## src/rtl/slow_reg_completer.sv

```systemverilog
module slow_reg_completer #(
  parameter int DATA_W = 32,
  parameter int NREG   = 4,
  parameter int ADDR_W = 8,
  parameter int WAIT_W = 4
) (
  input  logic                clk,
  input  logic                rst_n,
  input  logic                psel,
  input  logic                penable,
  input  logic                pwrite,
  input  logic [ADDR_W-1:0]   paddr,
  input  logic [DATA_W-1:0]   pwdata,
  input  logic [DATA_W/8-1:0] pstrb,
  input  logic [WAIT_W-1:0]   wait_cfg,
  output logic [DATA_W-1:0]   prdata,
  output logic                pready,
  output logic                pslverr
);
  localparam int STRB_W = DATA_W / 8;
  localparam int IDX_W  = ADDR_W - 2;
  localparam logic [IDX_W:0] NREG_L = NREG[IDX_W:0];

  logic [NREG-1:0][DATA_W-1:0] regs;
  logic [WAIT_W-1:0]           cnt;
  logic [DATA_W-1:0]           rword;

  wire             access = psel & penable;
  wire [IDX_W-1:0] idx    = paddr[ADDR_W-1:2];
  wire             hit    = {1'b0, idx} < NREG_L;
  wire             done   = access & (cnt == wait_cfg);

  assign pready  = done;
  assign pslverr = done & ~hit;
  assign prdata  = (done & ~pwrite & hit) ? rword : '0;

  always_comb begin
    rword = '0;
    for (int i = 0; i < NREG; i++)
      if ({1'b0, idx} == i[IDX_W:0]) rword = regs[i];
  end

  always_ff @(posedge clk or negedge rst_n) begin
    if (!rst_n)               cnt <= '0;
    else if (access & ~done)  cnt <= cnt + 1'b1;
    else                      cnt <= '0;
  end

  always_ff @(posedge clk or negedge rst_n) begin
    if (!rst_n) regs <= '0;
    else if (done & pwrite & hit)
      for (int i = 0; i < NREG; i++)
        for (int b = 0; b < STRB_W; b++)
          if ({1'b0, idx} == i[IDX_W:0] && pstrb[b])
            regs[i][b*8 +: 8] <= pwdata[b*8 +: 8];
  end

  p_no_early_ready_r1: assert property (@(posedge clk) disable iff (!rst_n)
    ($rose(penable) && psel && wait_cfg != '0) |-> !pready);
  p_ready_outside_r1: assert property (@(posedge clk) disable iff (!rst_n)
    !(psel && penable) |-> !pready);
  p_zero_wait_r2: assert property (@(posedge clk) disable iff (!rst_n)
    ($rose(penable) && psel && wait_cfg == '0) |-> pready);
  p_idle_zero_r3: assert property (@(posedge clk) disable iff (!rst_n)
    !psel |-> prdata == '0);
  p_wait_zero_r4: assert property (@(posedge clk) disable iff (!rst_n)
    (!pready || pwrite) |-> prdata == '0);
  p_nostrobe_keep_r6: assert property (@(posedge clk) disable iff (!rst_n)
    (pready && pwrite && pstrb == '0) |=> $stable(regs));
  p_oob_keep_r7: assert property (@(posedge clk) disable iff (!rst_n)
    (pslverr && pwrite) |=> $stable(regs));
  p_err_at_done_r8: assert property (@(posedge clk) disable iff (!rst_n)
    pslverr |-> (psel && penable && pready));
  p_restart_r9: assert property (@(posedge clk) disable iff (!rst_n)
    pready |=> cnt == '0);
endmodule

```

## config.mk

```make
export PLATFORM = sky130hd
export DESIGN_NAME = slow_reg_completer
export DESIGN_NICKNAME = d
export VERILOG_FILES = /design/src/rtl/slow_reg_completer.sv
export SDC_FILE = /design/constraint.sdc
export NUM_CORES = 1
export LEC_CHECK = 0
export CORE_UTILIZATION = 33
export CTS_BUF_LIST = sky130_fd_sc_hd__clkbuf_4 sky130_fd_sc_hd__clkbuf_8
export DETAILED_ROUTE_END_ITERATION = 10
export PLACE_DENSITY_LB_ADDON = 0.25
export RECOVER_POWER = 100
export SYNTH_ARGS = -nofsm -noshare
export SYNTH_HDL_FRONTEND = slang
export SYNTH_SLANG_ARGS = --single-unit
```

## constraint.sdc

```tcl
create_clock -name clk -period 2.9 [get_ports clk]
set_clock_uncertainty 0.1 [all_clocks]
set_input_delay 0.87 -clock clk [delete_from_list [all_inputs] [get_ports clk]]
set_output_delay 0.87 -clock clk [all_outputs]
set_load 0.02 [all_outputs]
```

==> results of run 1 <==
[power by group through the flow]
stage / Clock, mW / Sequential, mW / Combinational [mW]
floorplan: 0 / 1.89 / 0.0877
global placement: 0 / 1.88 / 0.272
detailed placement: 0 / 1.89 / 0.277
CTS: 1.48 / 1.85 / 0.302
global route: 1.57 / 1.85 / 0.329
finish: 1.43 / 1.85 / 0.304
[layer usage]
layer	share of wire, %	track usage [%]	vias to the layer above	wire, um
met3	4.6	5.78	22	772
met2	50	30.7	103	8480
met1	44	23.7	2276	7380
li1	-	-	1978	-
met5	0	0	-	0
met4	1.8	7.39	0	300
[per-stage QoR]
stage | worst slack [ns] | power, mW | hold WS (ns) | std cells | instance area, um2
2_1_floorplan | -0.257 | 1.97 | 0.373 | 465 | 6620
3_3_place_gp | -1.57 | 2.16 | 0.381 | 804 | 8040
3_5_place_dp | -1.50 | 2.16 | 0.391 | 804 | 8040
4_1_cts | -0.526 | 3.63 | 0.407 | 844 | 9000
5_1_grt | -0.531 | 3.75 | 0.420 | 844 | 9120
6_report | -0.500 | 3.59 | 0.402 | 844 | 9120
[cell usage in the layout (no fill, tap or decap), types with 2 or more instances in the layout]
cell type and n:
nor3_2 5, or4_4 2, clkbuf_2 2, mux2_2 131
nor2_4 24, nand2_1 11, buf_2 5, o22ai_4 8
clkdlybuf4s50_1 36, buf_16 4, mux2_4 28, xor2_2 4
nand2_2 7, clkbuf_8 21, o22ai_2 22, buf_4 24
clkbuf_1 5, nor3_4 31, buf_6 41, dlygate4sd2_1 4
nor2_2 8, clkinv_2 3, buf_8 3, nor4_1 3
clkbuf_4 7, nor3_1 4, nand3_4 2, nor2_1 6
nand4b_1 2, buf_12 9, dfrtp_1 132
[state kept, by name, indices dropped and copies added, names as in the netlist]
name  flops
regs    128
cnt       4
[Yosys cell counts]
cell / number
nand2_1: 6
dfrtp_1: 132
mux4_2: 1
nand3b_1: 1
ha_1: 1
nand3_1: 3
and2_1: 1
nor4_1: 4
nand2_2: 12
nor3_1: 36
nor3_4: 4
mux2_2: 157
xnor2_1: 1
buf_1: 6
buf_2: 2
nand4b_1: 2
inv_1: 1
or4bb_1: 1
or2_2: 1
nor2_1: 38
nand4_1: 1
o311ai_0: 1
or4_1: 2
o22ai_1: 31
xor2_1: 5
and3_2: 1
mux2_1: 2
clkbuf_1: 12
[worst max-delay path: cells and delay by family]
kind,cells,cell delay (ns)
buf+inv,4,0.56
simple gates,4,0.99
[path summary, 6_finish.rpt]
path / end / cells after the start / startpoint
max: prdata[15] / 8 / paddr[4]
min: regs[58] / 1 / regs[58]
max reg2reg: regs[24] / 7 / cnt[1]
min reg2reg: regs[58] / 1 / regs[58]
max in group asynchronous: regs[89] / 2 / rst_n
min in group asynchronous: regs[6] / 2 / rst_n
[layout make-up]
cell class	instances	area share [%]
clock buffer	23	3.33
inverter	1	0.0412
multi-input combinational	312	39.9
timing repair buffer	142	16.8
sequential	132	36.2
clock inverter	5	0.576
tap	229	3.14
[what timing repair did]
action	in CTS	in global routing
resized for setup	327	41
endpoints found under the hold margin	0	0
endpoints found under the setup margin	66	44
pin swaps	22	17
cloned	4	1
setup buffers	8	0
[cell families after synthesis]
kind of cell	after synthesis	synth area share, %
xor+xnor	6	0.866
fa+ha+maj	1	0.206
compound gates	32	3.34
buf+inv	21	1.34
flops	132	54.4
mux	160	29.9
simple gates	113	9.94
==> run_results.csv, run 1 <==
group,metric,value,unit
status,outcome,"finished with violations",
status,violations,"capacitance limit, slew limit, setup timing",
die,coreArea,18000,um2
worst_hold_path,hp-class,"reg2reg",
logic_synthesis,netlist_top_cells_area,"dfrtp_1, mux2_2, o22ai_1, nor3_1, nor2_1",
finish,seqCellArea,3300,um2
global_routing,grt_pass1_wl,26100,um
timing,hold_viol_final,0,
clock_network,hold_buffers,0,
setup_path,endpoint_kind,"output port",
finish,multi_input_area,3640,um2
die,pin_count,87,
logic_synthesis,synthCells,465,
timing,rsz0062_at_grt,"true",
logic_synthesis,ys_warn_count,0,
global_routing,antenna_found_initial,0,
finish,drive_gt1_share,65.0,%
power_and_ir_drop,p_comb_share,8.5,%
setup_path,max_stage_delay,0.55,ns
global_routing,grt_remaining_overflow,0,
drt,drt-total-wl,16900,um
logic_synthesis,synth_area_leader_cell,"dfrtp_1",
power_and_ir_drop,netSwitchingPower,0.847,mW
clock_network,cts_tree,"built",
clock_network,cts_buffer_depth,2,
logic_synthesis,syn_area,6070,um2
timing,clock.fmax,294,MHz
finish,n_antenna_cell,0,
logic_synthesis,ys_seq_area_share,54.4,%
drt,vias_per_cell,5.19,
power_and_ir_drop,ir_drop,270,uV
setup_path,crit_fanout,5,
timing,finalSetupViolations,48,
finish,nNetsFinal,660,
logic_synthesis,syn-num-nets,519,
timing,fin_crit_sh,117,%
setup_path,start_kind,"input pin",
timing,max_slew_margin,-23.3,%
placement,gp_congestion,0.756,
global_routing,grt_max_degree,133,
die,die_area,18900,um2
timing,setup_ws,-0.500,ns
logic_synthesis,yosysUniqueCellTypes,28,
finish,fillers,1496,
placement,dp.final_hpwl,10900,um
power_and_ir_drop,switching_share,23.6,%
global_routing,track_usage,19.0,%
power_and_ir_drop,p_int,2.74,mW
clock_network,clk_latency,0.45,ns
timing,worstMarginPinSlew,1.85,ns
setup_path,crit_type,"in2out",
die,row_count,49,
drt,first_iter_violations,188,
power_and_ir_drop,power.density,394,nW/um2
clock_network,cts_made_buffers,17,
die,die_x,138,um
drt,dr_total_vias,4379,
setup_path,rrSetupSlack,0.42,ns
setup_path,crit_arrival,2.43,ns
logic_synthesis,ys_ff_latch,132,
die,start_util,33.8,%
drt,drc,0,
power_and_ir_drop,leakagePower,4.23,nW
timing,drv_slew,133,
clock_network,cts_root_buf,"clkbuf_8",
drt,routedWlPerCell,20.1,um
finish,utilization,50.8,%
die,die_height,138,um
clock_network,clk_pin_slew,0.07,ns
finish,syn_to_final_growth,50.3,%
drt,ant_nets,0,
logic_synthesis,synth_top_area_share,54.4,%
setup_path,cp_cell_sequence,"buf_8 -> or4_4 -> nor2_4 -> nand3_4 -> buf_12 -> buf_16 -> nor3_4 -> buf_6",
timing,fin_setup_tns,-13.59,ns
flow_run,max_cap_violations,1,
power_and_ir_drop,power_frac_seq,51.6,%
setup_path,crit_required,1.93,ns
setup_path,slowest_stage,"or4_4",
clock_network,cts_sinks,132,
power_and_ir_drop,clkPwrFrac,39.9,%
placement,portBuffers,84,
logic_synthesis,syn_area_per_cell,13.1,um2
drt,drt_pass1_iterations,4,
clock_network,htreeDepth,4,
global_routing,grt_pass1_vias,4769,
timing,finalCriticalPeriod,3.40,ns
Power figures use the tool's default switching activity.
==> run 2: changes to the inputs <==
--- a/config.mk
+++ b/config.mk
@@ -5,6 +5,7 @@
 export SDC_FILE = /design/constraint.sdc
 export NUM_CORES = 1
 export LEC_CHECK = 0
+export CAP_MARGIN = 20
 export CORE_UTILIZATION = 33
 export CTS_BUF_LIST = sky130_fd_sc_hd__clkbuf_4 sky130_fd_sc_hd__clkbuf_8
 export DETAILED_ROUTE_END_ITERATION = 10
==> results of run 2 <==
Same layout as run 1: the final DEF is identical, and so are final timing and power.
